==> config.mk <==
export PLATFORM = sky130hd
export DESIGN_NAME = l2_slot_search
export DESIGN_NICKNAME = d
export VERILOG_FILES = /design/src/rtl/l2ss_pkg.sv /design/src/rtl/l2ss_slot_addr.sv /design/src/rtl/l2ss_entry_eval.sv /design/src/rtl/l2ss_ctrl.sv /design/src/rtl/l2_slot_search.sv
export SDC_FILE = /design/constraint.sdc
export NUM_CORES = 1
export LEC_CHECK = 0
export CAP_MARGIN = 5
export CORE_MARGIN = 2
export CORE_UTILIZATION = 40
export CTS_BUF_LIST = sky130_fd_sc_hd__clkbuf_8 sky130_fd_sc_hd__clkbuf_16
export CTS_CLUSTER_DIAMETER = 120
export DETAILED_ROUTE_END_ITERATION = 7
export PLACE_DENSITY = 0.89
export SLEW_MARGIN = 40
export SYNTH_ARGS = -nofsm -noshare
export SYNTH_HDL_FRONTEND = slang
export SYNTH_HIERARCHICAL = 1
export SYNTH_SLANG_ARGS = --single-unit
==> constraint.sdc <==
create_clock -name clk -period 2.4 [get_ports clk]
set_input_delay 0.48 -clock clk [delete_from_list [all_inputs] [get_ports clk]]
set_output_delay 0.48 -clock clk [all_outputs]
set_load 0.01 [all_outputs]
==> src/rtl/l2ss_pkg.sv <==
package l2ss_pkg;
   localparam int WORD_W      = 32;
   localparam int ENTRY_WORDS = 3;
   localparam int ENTRY_W     = WORD_W * ENTRY_WORDS;
   localparam int MAC_W       = 48;
   localparam int FID_W       = 12;
   localparam int PORT_W      = 10;
   localparam int AGE_W       = 2;

   // bit positions inside word 2
   localparam int W2_VALID  = 31;
   localparam int W2_TRUNK  = 30;
   localparam int W2_PORT   = 20;
   localparam int W2_AGE    = 17;
   localparam int W2_STATIC = 14;
   localparam int W2_NHOP   = 12;
   // group bit of first MAC byte, inside word 0
   localparam int W0_GROUP  = 24;

   typedef enum logic [1:0] {
      ST_IDLE = 2'd0,
      ST_READ = 2'd1,
      ST_CMP  = 2'd2,
      ST_DONE = 2'd3
   } srch_state_t;

   typedef enum logic [1:0] {
      VD_SKIP = 2'd0,
      VD_HIT  = 2'd1,
      VD_FREE = 2'd2
   } verdict_t;

   typedef struct packed {
      logic              unicast;
      logic              is_static;
      logic              trunk;
      logic [PORT_W-1:0] port;
      logic [AGE_W-1:0]  age;
   } ent_attr_t;
endpackage

==> src/rtl/l2ss_slot_addr.sv <==
module l2ss_slot_addr #(
   parameter int HASH_W     = 12,
   parameter int BKT_SLOTS  = 4,
   parameter int NUM_HALVES = 2,
   localparam int POS_W     = $clog2(BKT_SLOTS),
   localparam int SLOT_W    = $clog2(BKT_SLOTS * NUM_HALVES),
   localparam int IDX_W     = HASH_W + POS_W
) (
   input  logic [NUM_HALVES*HASH_W-1:0] hashes,
   input  logic [SLOT_W-1:0]            slot,
   output logic [IDX_W-1:0]             idx
);
   logic [HASH_W-1:0] h_arr [NUM_HALVES];

   for (genvar g = 0; g < NUM_HALVES; g++) begin : g_split
      assign h_arr[g] = hashes[g*HASH_W +: HASH_W];
   end

   if (NUM_HALVES == 1) begin : g_single
      assign idx = {h_arr[0], slot[POS_W-1:0]};
   end else begin : g_multi
      logic [SLOT_W-POS_W-1:0] half;
      assign half = slot[SLOT_W-1:POS_W];
      assign idx  = {h_arr[half], slot[POS_W-1:0]};
   end
endmodule

==> src/rtl/l2ss_entry_eval.sv <==
module l2ss_entry_eval
   import l2ss_pkg::*;
(
   input  logic [ENTRY_W-1:0] rdata,
   input  logic [MAC_W-1:0]   key_mac,
   input  logic [FID_W-1:0]   key_fid,
   output verdict_t           verdict,
   output ent_attr_t          attr
);
   logic [WORD_W-1:0] w [ENTRY_WORDS];

   for (genvar i = 0; i < ENTRY_WORDS; i++) begin : g_words
      assign w[i] = rdata[i*WORD_W +: WORD_W];
   end

   logic [MAC_W-1:0] ent_mac;
   logic [FID_W-1:0] ent_fid;
   logic             ent_valid;
   logic             ent_nhop;
   logic             key_eq;

   assign ent_mac   = {w[0], w[1][WORD_W-1 -: (MAC_W-WORD_W)]};
   assign ent_fid   = w[1][FID_W-1:0];
   assign ent_valid = w[2][W2_VALID];
   assign ent_nhop  = w[2][W2_NHOP];
   assign key_eq    = (ent_mac == key_mac) && (ent_fid == key_fid);

   always_comb begin
      if (!ent_valid)    verdict = VD_FREE;
      else if (ent_nhop) verdict = VD_SKIP;
      else if (key_eq)   verdict = VD_HIT;
      else               verdict = VD_SKIP;
   end

   assign attr.unicast   = ~w[0][W0_GROUP];
   assign attr.is_static = w[2][W2_STATIC];
   assign attr.trunk     = w[2][W2_TRUNK];
   assign attr.port      = w[2][W2_PORT +: PORT_W];
   assign attr.age       = w[2][W2_AGE +: AGE_W];
endmodule

==> src/rtl/l2ss_ctrl.sv <==
module l2ss_ctrl
   import l2ss_pkg::*;
#(
   parameter int SLOT_TOTAL = 8,
   parameter int IDX_W      = 14,
   localparam int SLOT_W    = $clog2(SLOT_TOTAL)
) (
   input  logic              clk,
   input  logic              rst_n,
   input  logic              start,
   input  verdict_t          verdict,
   input  ent_attr_t         attr_in,
   input  logic [IDX_W-1:0]  cur_idx,
   output logic              accept,
   output logic [SLOT_W-1:0] slot,
   output logic              rd,
   output logic              busy,
   output logic              done,
   output logic              hit,
   output logic              free,
   output logic              full,
   output logic [IDX_W-1:0]  index,
   output ent_attr_t         attr_q
);
   localparam logic [SLOT_W-1:0] LAST_SLOT = SLOT_W'(SLOT_TOTAL - 1);

   srch_state_t state;

   assign accept = (state == ST_IDLE) && start;
   assign rd     = (state == ST_READ);
   assign busy   = (state == ST_READ) || (state == ST_CMP);
   assign done   = (state == ST_DONE);

   always_ff @(posedge clk or negedge rst_n) begin
      if (!rst_n) begin
         state  <= ST_IDLE;
         slot   <= '0;
         hit    <= 1'b0;
         free   <= 1'b0;
         full   <= 1'b0;
         index  <= '0;
         attr_q <= '0;
      end else begin
         case (state)
            ST_IDLE: begin
               if (start) begin
                  state  <= ST_READ;
                  slot   <= '0;
                  hit    <= 1'b0;
                  free   <= 1'b0;
                  full   <= 1'b0;
                  index  <= '0;
                  attr_q <= '0;
               end
            end
            ST_READ: state <= ST_CMP;
            ST_CMP: begin
               case (verdict)
                  VD_HIT: begin
                     hit    <= 1'b1;
                     index  <= cur_idx;
                     attr_q <= attr_in;
                     state  <= ST_DONE;
                  end
                  VD_FREE: begin
                     free  <= 1'b1;
                     index <= cur_idx;
                     state <= ST_DONE;
                  end
                  default: begin
                     if (slot == LAST_SLOT) begin
                        full  <= 1'b1;
                        state <= ST_DONE;
                     end else begin
                        slot  <= slot + SLOT_W'(1);
                        state <= ST_READ;
                     end
                  end
               endcase
            end
            default: state <= ST_IDLE;
         endcase
      end
   end
endmodule

==> src/rtl/l2_slot_search.sv <==
module l2_slot_search
   import l2ss_pkg::*;
#(
   parameter int HASH_W     = 12,
   parameter int BKT_SLOTS  = 4,
   parameter int NUM_HALVES = 2,
   localparam int POS_W      = $clog2(BKT_SLOTS),
   localparam int SLOT_TOTAL = BKT_SLOTS * NUM_HALVES,
   localparam int SLOT_W     = $clog2(SLOT_TOTAL),
   localparam int IDX_W      = HASH_W + POS_W
) (
   input  logic                         clk,
   input  logic                         rst_n,
   input  logic                         start,
   input  logic [NUM_HALVES*HASH_W-1:0] bkt_hash,
   input  logic [MAC_W-1:0]             key_mac,
   input  logic [FID_W-1:0]             key_fid,
   output logic                         mem_rd,
   output logic [IDX_W-1:0]             mem_addr,
   input  logic [ENTRY_W-1:0]           mem_rdata,
   output logic                         busy,
   output logic                         done,
   output logic                         hit,
   output logic                         free,
   output logic                         full,
   output logic [IDX_W-1:0]             slot_index,
   output logic                         ent_unicast,
   output logic                         ent_static,
   output logic                         ent_trunk,
   output logic [PORT_W-1:0]            ent_port,
   output logic [AGE_W-1:0]             ent_age
);
   initial begin : p_param_check
      if (BKT_SLOTS < 2 || (1 << POS_W) != BKT_SLOTS)
         $fatal(1, "BKT_SLOTS must be a power of two of at least 2");
      if (NUM_HALVES < 1 || (1 << $clog2(NUM_HALVES)) != NUM_HALVES)
         $fatal(1, "NUM_HALVES must be a power of two");
      if (HASH_W < 1)
         $fatal(1, "HASH_W must be positive");
   end

   logic [NUM_HALVES*HASH_W-1:0] hash_q;
   logic [MAC_W-1:0]             mac_q;
   logic [FID_W-1:0]             fid_q;
   logic                         accept;
   logic [SLOT_W-1:0]            slot;
   logic [IDX_W-1:0]             cur_idx;
   verdict_t                     verdict;
   ent_attr_t                    attr_rd;
   ent_attr_t                    attr_q;

   always_ff @(posedge clk or negedge rst_n) begin
      if (!rst_n) begin
         hash_q <= '0;
         mac_q  <= '0;
         fid_q  <= '0;
      end else if (accept) begin
         hash_q <= bkt_hash;
         mac_q  <= key_mac;
         fid_q  <= key_fid;
      end
   end

   l2ss_slot_addr #(
      .HASH_W     (HASH_W),
      .BKT_SLOTS  (BKT_SLOTS),
      .NUM_HALVES (NUM_HALVES)
   ) u_addr (
      .hashes (hash_q),
      .slot   (slot),
      .idx    (cur_idx)
   );

   l2ss_entry_eval u_eval (
      .rdata   (mem_rdata),
      .key_mac (mac_q),
      .key_fid (fid_q),
      .verdict (verdict),
      .attr    (attr_rd)
   );

   l2ss_ctrl #(
      .SLOT_TOTAL (SLOT_TOTAL),
      .IDX_W      (IDX_W)
   ) u_ctrl (
      .clk     (clk),
      .rst_n   (rst_n),
      .start   (start),
      .verdict (verdict),
      .attr_in (attr_rd),
      .cur_idx (cur_idx),
      .accept  (accept),
      .slot    (slot),
      .rd      (mem_rd),
      .busy    (busy),
      .done    (done),
      .hit     (hit),
      .free    (free),
      .full    (full),
      .index   (slot_index),
      .attr_q  (attr_q)
   );

   assign mem_addr    = cur_idx;
   assign ent_unicast = attr_q.unicast;
   assign ent_static  = attr_q.is_static;
   assign ent_trunk   = attr_q.trunk;
   assign ent_port    = attr_q.port;
   assign ent_age     = attr_q.age;
endmodule

==> flow_summary.toml <==
[run_status]
outcome = "complete, but fails checks"
violations = "setup timing"

[sta]
rsz0062_at_grt = "yes"
finalClockSkew_ns = 0.0107
max_freq_ghz = 0.374
worst_slew_pin_slew_ns = 0.596
final_hold_viol_count = 0
whs_ns = 0.0570
setup-violations-final = 34
max_slew_margin = 0.591
setup_ws_ns = -0.271
final_max_slew_viol_count = 0
min_period_ns = 2.67
fin_crit_sh = 1.11

[route]
wirelength_mm = 15.8
dr.pass1.iters = 4
wl_per_cell_um = 17.8
drc = 0
drt_iter0_markers = 143
dr_wl_met3_um = 780
wl_met1_mm = 6.68
ant_nets = 0
maxUsedRoutingLayer = "met4"
wl_met2_mm = 8.05
vias = 4418
vias_per_cell = 4.96

[synthesis]
netlist_top_cells_count = "121 x dfrtp_1, 70 x mux2_4, 37 x inv_1, 27 x mux2_2, 27 x xor2_1"
synthesis.area_um2 = 6090
synth_top_area_frac = 0.497
yosys_warnings = 6
yosys.area.top_type = "dfrtp_1"
syn_nets = 650
synth_enable_flop_cells = 0
ys_seq_area_frac = 0.497
synth_cells = 457
syn_area_per_cell_um2 = 13.3
synth.most_common_cell = "dfrtp_1"
synth_seq_cells = 121
netlist_top_cells_area = "dfrtp_1 50%, mux2_4 17%, mux2_2 5.0%, xor2_1 3.9%, xnor2_1 2.9%"
synth_flop_cell = "dfrtp_1"
yosysUniqueCellTypes = 41
synthArstFlopShare = 1.00

[power_and_ir_drop]
power.density_nw_per_um2 = 1120
p_leak_nw = 4.04
peakVddDrop_uv = 667

[floorplan]
core.rowCount = 45
coreArea_um2 = 15000
fp.dieArea_um2 = 16200
initial_core_util = 0.405
die_w_um = 127
pin_count = 232
die_y_um = 127

[clock_tree]
clock-sinks = 121
numCtsBuffers = 17
clk_pin_slew_worst_paths_ns = 0.06
clkLatencyLatePin_ns = 0.41
tritoncts = "yes"
cts_max_level = 4
cts.path.max_buffers = 2
cts_root_buf = "clkbuf_16"

[finish]
area_delta_synth_final_pct = 50.3
final_util = 0.609
diodes = 0
nNetsFinal = 883
nFillCells = 1142
drive_gt1_frac = 0.268

[setup_path]
r2r_slack_ns = -0.27
startpoint_type = "input port"
arrival_ns = 2.99
critPathLaunch = "mem_rdata[56]"
cp_max_fo = 6
path_class = "in -> reg"
rr_startpoint = "fid_q[10]"
worstPathRequired_ns = 2.72
cp-end-kind = "register"

[min_path]
min_path_type = "in -> async"

[placed_design]
gp_congestion = 0.825
port-buffer-count = 211
dp_hpwl_mm = 11.4

[grt]
grt_pass1_wl_mm = 24.8
grt_pass1_vias = 4922
grt_use_total = 0.198
antenna_found_initial = 0
grt.overflow.total = 0
grt_max_degree = 62

[flow_run]
drv_cap = 0
critical path, stage by stage:
cell	delay, ns
clkdlybuf4s50_1	0.42
xor2_1	0.15
nor4_1	0.35
nand4_1	0.24
nor4_2	0.25
buf_4	0.17
inv_4	0.03
ha_4	0.29
nand2b_1	0.07
a21oi_2	0.16
buf_4	0.16
mux2i_2	0.23
path summary, 6_finish.rpt:
path | end | depth (start not counted)
min | mac_q[10] | 2
max in group asynchronous | u_ctrl/attr_q[1] | 2
min reg2reg | hash_q[23] | 1
max reg2reg | u_ctrl/slot[2] | 12
min in group clk | hash_q[23] | 1
max | u_ctrl/slot[2] | 12
state kept, by name, indices dropped and copies added, names as in the netlist:
signal,flops
fid_q,12
hash_q,24
mac_q,48
u_ctrl/attr_q,15
u_ctrl/free,1
u_ctrl/full,1
u_ctrl/hit,1
u_ctrl/index,14
u_ctrl/slot,3
u_ctrl/state,2
where the power goes:
group          leakage (nW)  switching [mW]  internal, mW
clock                 0.294           0.881          1.58
sequential             1.49           0.619          2.89
combinational          2.26            1.61          2.65
total                  4.04            3.11          7.12
routing by layer:
| layer | vias to the layer above | global-route usage |
|---|---|---|
| met5 | - | 0 |
| met4 | 0 | 0.0711 |
| met3 | 24 | 0.0498 |
| met2 | 147 | 0.338 |
| met1 | 2189 | 0.243 |
| li1 | 2058 | - |
metrics by stage:
stage	cells	power [mW]	worst slack, ns	cell area (um2)	TNS, ns
after floorplan	457	6.09	-0.0848	6100	-0.846
after global placement	853	7.40	-0.889	8440	-26.51
after detailed placement	853	7.61	-1.02	8440	-28.97
after CTS	889	10.3	-0.243	9090	-5.02
after global routing	890	10.8	-0.413	9150	-12.27
final	890	10.2	-0.271	9150	-6.46
cell usage in the layout, fill, tap and decap left out, types with 3 or more instances in the layout:
cell type,n
nand4_1,22
nand2b_1,5
dlymetal6s2s_1,3
o22ai_1,5
mux2_4,71
dlygate4sd2_1,21
o21ai_1,15
xor2_1,27
buf_12,3
clkbuf_8,3
xnor2_1,17
nand2_1,4
xnor2_2,3
ha_1,8
clkdlybuf4s50_1,186
clkinv_2,6
a22o_1,15
buf_6,4
nor4_1,3
nor4_2,7
mux2_2,26
inv_1,38
dfrtp_1,121
a21oi_1,3
o21ai_0,3
clkbuf_16,17
buf_4,32
area by class of cell:
cell class	instances	area, um2	area share
clock inverter	11	105	0.0115
sequential	121	3030	0.331
tap	188	235	0.0257
clock buffer	20	467	0.0510
inverter	38	145	0.0159
multi-input combinational	263	2740	0.300
timing repair buffer	249	2430	0.265
repair_timing:
| action | CTS | global route |
|---|---|---|
| pin swaps | 26 | 14 |
| gates resized for setup | 52 | 9 |
| gates cloned | 2 | 0 |
| setup endpoints to repair | 37 | 35 |
| setup buffers | 3 | 1 |
| hold buffers | 0 | 0 |
logic make-up (layout without fill, tap and decap cells):
logic type	Yosys count	in the layout	synth area share
xor+xnor	47	47	0.0676
simple gates	48	49	0.0493
flops	121	121	0.497
mux	101	101	0.229
compound gates	55	56	0.0637
fa+ha+maj	10	10	0.0206
buf+inv	75	318	0.0719
(Power assumes the default switching activity.)
